### src/rtl/evseq_pkg.sv
// Shared constants and types for the event frame sequencer.
package evseq_pkg;
    localparam int OFS_W  = 16;
    localparam int CODE_W = 8;
    localparam int DATA_W = 8;
    localparam int FRAME_W = CODE_W + DATA_W;

    localparam logic [CODE_W-1:0] CODE_NULL = 8'h00;
    localparam logic [CODE_W-1:0] CODE_END  = 8'h7F;

    // One scheduled event: tick offset from the fiducial plus its code.
    typedef struct packed {
        logic [OFS_W-1:0]  ofs;
        logic [CODE_W-1:0] code;
    } ev_entry_t;
endpackage

### src/rtl/evseq_evmem.sv
// Event table: host-written entries with one asynchronous read port.
// Assumes one write per cycle; a read in the write cycle sees the old value.
module evseq_evmem
    import evseq_pkg::*;
#(
    parameter int EV_AW = 5
) (
    input  logic             clk,
    input  logic             rst_n,
    input  logic             wr_en,
    input  logic [EV_AW-1:0] wr_addr,
    input  ev_entry_t        wr_entry,
    input  logic [EV_AW-1:0] rd_addr,
    output ev_entry_t        rd_entry
);
    localparam int DEPTH = 1 << EV_AW;

    ev_entry_t mem [DEPTH];

    for (genvar i = 0; i < DEPTH; i++) begin : g_entry
        // Store one table entry when it is addressed by the host.
        always_ff @(posedge clk) begin
            if (!rst_n) begin
                mem[i] <= '0;
            end else if (wr_en && (wr_addr == EV_AW'(i))) begin
                mem[i] <= wr_entry;
            end
        end
    end

    // Present the entry selected by the player.
    always_comb begin
        rd_entry = mem[rd_addr];
    end
endmodule

### src/rtl/evseq_dbuf.sv
// Distributed-data ring: host-written bytes read out one per clock.
// Assumes DB_DEPTH >= 2; writes to indices at or above DB_DEPTH are dropped.
module evseq_dbuf
    import evseq_pkg::*;
#(
    parameter int DB_DEPTH = 16,
    localparam int DB_AW = $clog2(DB_DEPTH)
) (
    input  logic              clk,
    input  logic              rst_n,
    input  logic              wr_en,
    input  logic [DB_AW-1:0]  wr_addr,
    input  logic [DATA_W-1:0] wr_data,
    output logic [DATA_W-1:0] rd_data
);
    logic [DATA_W-1:0] buf_q [DB_DEPTH];
    logic [DB_AW-1:0]  rd_ptr;

    for (genvar i = 0; i < DB_DEPTH; i++) begin : g_byte
        // Hold one data byte, replaced by a host write.
        always_ff @(posedge clk) begin
            if (!rst_n) begin
                buf_q[i] <= '0;
            end else if (wr_en && (wr_addr == DB_AW'(i))) begin
                buf_q[i] <= wr_data;
            end
        end
    end

    // Advance the read index every cycle and wrap at the buffer length.
    always_ff @(posedge clk) begin
        if (!rst_n) begin
            rd_ptr <= '0;
        end else if (rd_ptr == DB_AW'(DB_DEPTH - 1)) begin
            rd_ptr <= '0;
        end else begin
            rd_ptr <= rd_ptr + DB_AW'(1);
        end
    end

    // Byte offered for the current frame.
    always_comb begin
        rd_data = buf_q[rd_ptr];
    end
endmodule

### src/rtl/evseq_player.sv
// Playback engine: counts ticks from the fiducial and walks the event table.
// Assumes offsets in the table rise with the index; an offset already passed
// is only matched again after the tick counter wraps.
module evseq_player
    import evseq_pkg::*;
#(
    parameter int EV_AW = 5
) (
    input  logic              clk,
    input  logic              rst_n,
    input  logic              fid,
    input  ev_entry_t         entry,
    output logic [EV_AW-1:0]  idx,
    output logic [OFS_W-1:0]  tick,
    output logic              active,
    output logic              overrun,
    output logic              loc_valid,
    output logic [CODE_W-1:0] loc_code
);
    localparam logic [EV_AW-1:0] LAST_IDX = {EV_AW{1'b1}};

    logic due;
    logic is_end;
    logic stop;

    // Decide whether the current entry fires this cycle and what it sends.
    always_comb begin
        due       = active && (entry.ofs == tick);
        is_end    = (entry.code == CODE_END);
        loc_valid = due && !is_end && (entry.code != CODE_NULL);
        loc_code  = loc_valid ? entry.code : CODE_NULL;
        stop      = due && (is_end || (idx == LAST_IDX));
    end

    // Sequence state: restart on fiducial, else tick and step through entries.
    always_ff @(posedge clk) begin
        if (!rst_n) begin
            idx     <= '0;
            tick    <= '0;
            active  <= 1'b0;
            overrun <= 1'b0;
        end else if (fid) begin
            idx     <= '0;
            tick    <= '0;
            active  <= 1'b1;
            overrun <= overrun | active;
        end else if (active) begin
            tick <= tick + OFS_W'(1);
            if (due) begin
                idx <= idx + EV_AW'(1);
            end
            if (stop) begin
                active <= 1'b0;
            end
        end
    end
endmodule

### src/rtl/evseq_merge.sv
// Output stage: picks the local code or the upstream frame and registers it.
// Assumes a null upstream code means the upstream slot is free.
module evseq_merge
    import evseq_pkg::*;
(
    input  logic               clk,
    input  logic               rst_n,
    input  logic               loc_valid,
    input  logic [CODE_W-1:0]  loc_code,
    input  logic [FRAME_W-1:0] up_frame,
    input  logic [DATA_W-1:0]  loc_data,
    output logic [FRAME_W-1:0] frame
);
    logic               up_live;
    logic [FRAME_W-1:0] frame_d;

    // Fixed priority: local event, then upstream frame, then an idle frame.
    always_comb begin
        up_live = (up_frame[FRAME_W-1:DATA_W] != CODE_NULL);
        if (loc_valid) begin
            frame_d = {loc_code, loc_data};
        end else if (up_live) begin
            frame_d = up_frame;
        end else begin
            frame_d = {CODE_NULL, loc_data};
        end
    end

    // Register the chosen frame for the link.
    always_ff @(posedge clk) begin
        if (!rst_n) begin
            frame <= '0;
        end else begin
            frame <= frame_d;
        end
    end
endmodule

### src/rtl/evseq_top.sv
// Fiducial-started event frame sequencer: event table, data ring, playback
// engine and upstream merge. One 16-bit frame leaves per clock.
// Assumes the host loads the table before the fiducial it is meant for.
module evseq_top
    import evseq_pkg::*;
#(
    parameter int EV_AW    = 5,
    parameter int DB_DEPTH = 16,
    localparam int DB_AW   = $clog2(DB_DEPTH)
) (
    input  logic               clk,
    input  logic               rst_n,
    input  logic               fid_i,
    input  logic               ev_we_i,
    input  logic [EV_AW-1:0]   ev_waddr_i,
    input  logic [OFS_W-1:0]   ev_wofs_i,
    input  logic [CODE_W-1:0]  ev_wcode_i,
    input  logic               db_we_i,
    input  logic [DB_AW-1:0]   db_waddr_i,
    input  logic [DATA_W-1:0]  db_wdata_i,
    input  logic [FRAME_W-1:0] up_frame_i,
    output logic [FRAME_W-1:0] frame_o,
    output logic               overrun_o
);
    ev_entry_t          wr_entry;
    ev_entry_t          cur_entry;
    logic [EV_AW-1:0]   play_idx;
    logic [OFS_W-1:0]   play_tick;
    logic               play_active;
    logic               loc_valid;
    logic [CODE_W-1:0]  loc_code;
    logic [DATA_W-1:0]  loc_data;

    // Pack the host write fields into a table entry.
    always_comb begin
        wr_entry.ofs  = ev_wofs_i;
        wr_entry.code = ev_wcode_i;
    end

    evseq_evmem #(.EV_AW(EV_AW)) u_evmem (
        .clk      (clk),
        .rst_n    (rst_n),
        .wr_en    (ev_we_i),
        .wr_addr  (ev_waddr_i),
        .wr_entry (wr_entry),
        .rd_addr  (play_idx),
        .rd_entry (cur_entry)
    );

    evseq_dbuf #(.DB_DEPTH(DB_DEPTH)) u_dbuf (
        .clk     (clk),
        .rst_n   (rst_n),
        .wr_en   (db_we_i),
        .wr_addr (db_waddr_i),
        .wr_data (db_wdata_i),
        .rd_data (loc_data)
    );

    evseq_player #(.EV_AW(EV_AW)) u_player (
        .clk       (clk),
        .rst_n     (rst_n),
        .fid       (fid_i),
        .entry     (cur_entry),
        .idx       (play_idx),
        .tick      (play_tick),
        .active    (play_active),
        .overrun   (overrun_o),
        .loc_valid (loc_valid),
        .loc_code  (loc_code)
    );

    evseq_merge u_merge (
        .clk       (clk),
        .rst_n     (rst_n),
        .loc_valid (loc_valid),
        .loc_code  (loc_code),
        .up_frame  (up_frame_i),
        .loc_data  (loc_data),
        .frame     (frame_o)
    );
endmodule

### config.mk
export PLATFORM = sky130hd
export DESIGN_NAME = evseq_top
export DESIGN_NICKNAME = d
export VERILOG_FILES = /design/src/rtl/evseq_pkg.sv /design/src/rtl/evseq_evmem.sv /design/src/rtl/evseq_dbuf.sv /design/src/rtl/evseq_player.sv /design/src/rtl/evseq_merge.sv /design/src/rtl/evseq_top.sv
export SDC_FILE = /design/constraint.sdc
export NUM_CORES = 1
export LEC_CHECK = 0
export ABC_AREA = 1
export BUFFER_PORTS_ARGS = -buffer_cell sky130_fd_sc_hd__clkbuf_2
export CORE_ASPECT_RATIO = 1.2
export CORE_MARGIN = 10
export CORE_UTILIZATION = 50
export DETAILED_ROUTE_END_ITERATION = 12
export PLACE_DENSITY = 0.66
export SLEW_MARGIN = 25
export SYNTH_ARGS = -nofsm -noshare
export SYNTH_HDL_FRONTEND = slang
export SYNTH_SLANG_ARGS = --single-unit
### constraint.sdc
create_clock -name clk -period 4 [get_ports clk]
set_clock_uncertainty 0.2 [all_clocks]
set_input_delay 0.2 -clock clk [delete_from_list [all_inputs] [get_ports clk]]
set_output_delay 0.2 -clock clk [all_outputs]
set_load 0.05 [all_outputs]
==> run summary <==
The sum of negative setup slack came out at 0 ns. Buffers inserted during clock tree synthesis total 92. In this run, synthesis produced a sequential element count of 944. The average routed wire per standard cell is 23.0 um. The area fraction of the dominant cell type after synthesis is 61.9%. The critical path goes through clkinv_8, buf_12, buf_4, nand2_1, nand3_1, nand3_1, nand2_1, nand2_1, nand3_1, nand3b_1, nand2_1, nor2_1, nand2_1, nor2_4, nand4_4, nor2_1, nor2_1. The placer's final routability congestion estimate came out at 1.01. The clock latency reported for the late side of the worst-skew pair is 0.68 ns. The cell family contributing the most delay on the critical path is simple AND/OR/NAND/NOR gates. The peak ir drop on the vdd network came out at 0.356 mV. Prior to clock tree synthesis, the placed netlist has a worst setup slack of 0.286 ns. A synthesized cell averages 9.47 um^2.

Among all flip-flop cells after synthesis, the most frequent one is sky130_fd_sc_hd__edfxtp_1. The share of synthesized area occupied by flip-flops and latches came out at 64.1%. Of all nets on the critical path, the largest fanout is 43.

The total die area came out at 99100 um^2. Ranked by instance count, the synthesized netlist is headed by sky130_fd_sc_hd__nand2_1 (1220), sky130_fd_sc_hd__nor2_1 (1068), sky130_fd_sc_hd__edfxtp_1 (896). Counting stages on the worst path, the most repeated cell is sky130_fd_sc_hd__nand2_1. The count of inserted antenna diode cells came out at 0.

The number of distinct library cell variants in the gate-level netlist after synthesis came out at 38. The first global-routing pass estimated 199 mm of wire. During I/O placement, the number of pins put on the boundary was 79. The Yosys warning count came out at 0. In the post-synthesis netlist, the biggest area contributors are sky130_fd_sc_hd__edfxtp_1 (62%), sky130_fd_sc_hd__nand2_1 (11%), sky130_fd_sc_hd__nor2_1 (9.2%). The total count of hold-check failures in the final report is 0. The die extent in y is 343 um. The placed instances occupy a cell area of 45100 um^2.

The total congestion overflow after global routing came out at 0. The critical path data arrival time came out at 4.24 ns. TritonCTS built the clock tree. The worst hold path terminates at u_dbuf.buf_q[12][5]. The setup slack on the worst flop-to-flop path is 0.10 ns. The tightest min-delay check is of the primary input to flop type.

The max-capacitance violation count is 0. The initial antenna violation count came out at 2. The clock sink count is 944. The stage delay of the slowest cell on the critical path came out at 0.48 ns. Port buffering added 78 buffers. The via density per instance is 5.75.

The deepest level of the CTS H-tree is 3. The sort of element at the end of the critical path is a flop. The highest achievable clock rate is 257 MHz. The layout overhead on the synthesized area came out at 11.6%. The cell with the biggest individual delay on the critical path is sky130_fd_sc_hd__dfxtp_4.

The number of buffers and inverters on the critical path is 3. The number of vias in the routed layout is 33500. The power density over cell area came out at 446 nW/um^2. The number of instances in the synthesized netlist is 4589. The DRC violation count after routing is 0. The standard cell core area is 86200 um^2. Global routing used 26.7% of the available tracks across all layers. The largest net degree at the start of global routing came out at 97. The total number of nets in the final design is 4678.

Data on the critical path is required at its endpoint by 4.34 ns. The number of nets in the synthesized netlist is 4655. The number of nets with antenna violations after detailed routing came out at 0. The detailed-routing iteration count for the pre-antenna-repair pass came out at 6.

The share of final-layout standard cells stronger than drive strength 1 is 8.74%. The cell row count came out at 118. STA classifies the critical path startpoint as a flop. The run finished with clean final reports.

The static leakage power came out at 19.1 nW. The final period demand of the worst path came out at 3.90 ns. The die span in x came out at 289 um. The post-CTS setup repair buffer count is 0.

The count of flip-flops with a built-in enable after synthesis is 896. The post-synthesis cell area came out at 43400 um^2. The sum of net half-perimeters after detailed placement came out at 83.2 mm. The share of the cycle needed by the critical path after routing came out at 97.4%. The remaining max-slew budget at the tightest pin is 24.3%. The number of cells on the worst reg-to-reg path is 17. The number of pins exceeding their max-slew limit in the final report came to 0.

The tightest hold margin is 0.0127 ns. The cell depth of the worst hold path is 3. The endpoint identified for the worst register-to-register timing path is u_merge.frame[10]. The dominant cell by count in the synthesized netlist is sky130_fd_sc_hd__nand2_1. The starting density of the core is 50.4%. The root buffer cell chosen for the clock tree is sky130_fd_sc_hd__clkbuf_16.

The clock slew seen by the registers of the worst setup and hold paths came out at 0.07 ns. Setup repair after global routing left no endpoint under its margin. The via count of the first global-routing pass came out at 31800. The finished cells cover 48500 um^2. The hold path startpoint is db_wdata_i[5]. The biggest area contributor in the post-synthesis netlist is sky130_fd_sc_hd__edfxtp_1. At the pin with the least slew margin, the transition time is 1.13 ns.

The total detailed-routing wirelength came out at 134 mm. The clock passes through at most 3 buffers. The worst setup slack after layout is 0.104 ns. The total of endpoints with negative setup slack in the final report came out at 0. The first-iteration detailed-routing DRC count is 3955. The path type of the worst setup path is flop to flop. The share of flip-flops with an asynchronous set or reset after synthesis is 0%.
routing by layer:
layer | vias up | global-route usage [%] | share of wire [%]
met2 | 1651 | 43.3 | 48
li1 | 15400 | - | -
met5 | - | 0 | 0.020
met3 | 265 | 3.51 | 8.5
met1 | 16200 | 35.7 | 39
met4 | 4 | 11.8 | 4.3
where the power goes:
group          internal, mW  switching, mW  total, mW  leakage [nW]
registers              11.3          0.167       11.5          8.94
clock network          5.00           3.76       8.76          1.47
logic                 0.328           1.04       1.36          8.64
kinds of logic (layout without fill, tap and decap cells):
family	Yosys count	in the layout	synth area share (%)
muxes	22	22	0.507
DFF	944	944	64.1
buffers and inverters	455	555	4.86
and+or+nand+nor	3031	3031	28.5
AOI/OAI and AO/OA	130	130	1.82
adders and majority gates	4	4	0.115
xor gates and xnor gates	3	3	0.0605
repair_timing:
item | CTS | global route
hold buffers | 41 | 0
hold endpoints to repair | 415 | 0
gates resized for setup | 0 | 0
cell usage in the layout, fill, tap and decap left out, types with 5 or more instances in the layout:
cell type	Yosys	layout
sky130_fd_sc_hd__buf_12	1	18
sky130_fd_sc_hd__clkinv_2	0	20
sky130_fd_sc_hd__clkbuf_2	0	77
sky130_fd_sc_hd__inv_1	99	95
sky130_fd_sc_hd__o32ai_1	18	18
sky130_fd_sc_hd__clkbuf_8	0	5
sky130_fd_sc_hd__o21ai_2	0	14
sky130_fd_sc_hd__nand2_1	1220	1220
sky130_fd_sc_hd__dlygate4sd3_1	0	41
sky130_fd_sc_hd__o21ai_0	67	50
sky130_fd_sc_hd__nand3_1	700	700
sky130_fd_sc_hd__nor3_1	8	8
sky130_fd_sc_hd__nor2_1	1068	1067
sky130_fd_sc_hd__clkinv_1	1	14
sky130_fd_sc_hd__buf_4	3	142
sky130_fd_sc_hd__o221ai_1	14	14
sky130_fd_sc_hd__clkbuf_1	205	23
sky130_fd_sc_hd__nand4_1	20	20
sky130_fd_sc_hd__clkbuf_16	0	94
sky130_fd_sc_hd__inv_2	5	7
sky130_fd_sc_hd__dfxtp_1	48	42
sky130_fd_sc_hd__nor2_2	4	5
sky130_fd_sc_hd__edfxtp_1	896	896
sky130_fd_sc_hd__bufinv_16	0	9
sky130_fd_sc_hd__inv_6	1	6
sky130_fd_sc_hd__a21oi_1	22	22
sky130_fd_sc_hd__mux2i_1	22	22
area by class of cell:
type,instances,area (um^2)
sequential,944,27900
fill,7607,37800
clock inverter,49,489
timing repair buffer,278,2220
inverter,106,417
clock buffer,122,2510
tap,1140,1430
multi-input combinational,3190,13500
state kept, by name (all words and copies together) (netlist names), named ones only:
name	cells
u_player.idx	5
u_player.overrun	1
u_player.tick	16
u_dbuf.buf_q	128
u_evmem.mem	768
u_merge.frame	16
u_player.active	1
u_dbuf.rd_ptr	4
stage by stage:
| step | total power [mW] | utilization [%] | instances |
|---|---|---|---|
| after floorplan | 12.4 | - | 4589 |
| after global placement | 13.0 | 52.3 | 5617 |
| after detailed placement | 13.0 | 52.3 | 5617 |
| after CTS | 21.7 | 56.2 | 5829 |
| after global routing | 22.2 | 56.2 | 5829 |
| final | 21.6 | 56.2 | 5829 |
how the worst max path moves through the flow:
stage                       start  cells after the start  slack, ns                 to
after detailed placement     flop                     17       0.29  u_merge.frame[10]
after CTS                    flop                     17       0.23  u_merge.frame[10]
final                        flop                     17       0.10  u_merge.frame[10]
after global placement       flop                     17       0.29  u_merge.frame[12]
after floorplan           ev_we_i                      6       0.35  u_evmem.mem[0][0]
after global routing         flop                     17       0.03   u_merge.frame[1]
worst min-delay path, cell delays in order:
cell and delay (ns):
sky130_fd_sc_hd__clkbuf_2 0.07, sky130_fd_sc_hd__inv_1 0.29, sky130_fd_sc_hd__nor2_1 0.18
Note: power is estimated with default switching activity, not from simulation.
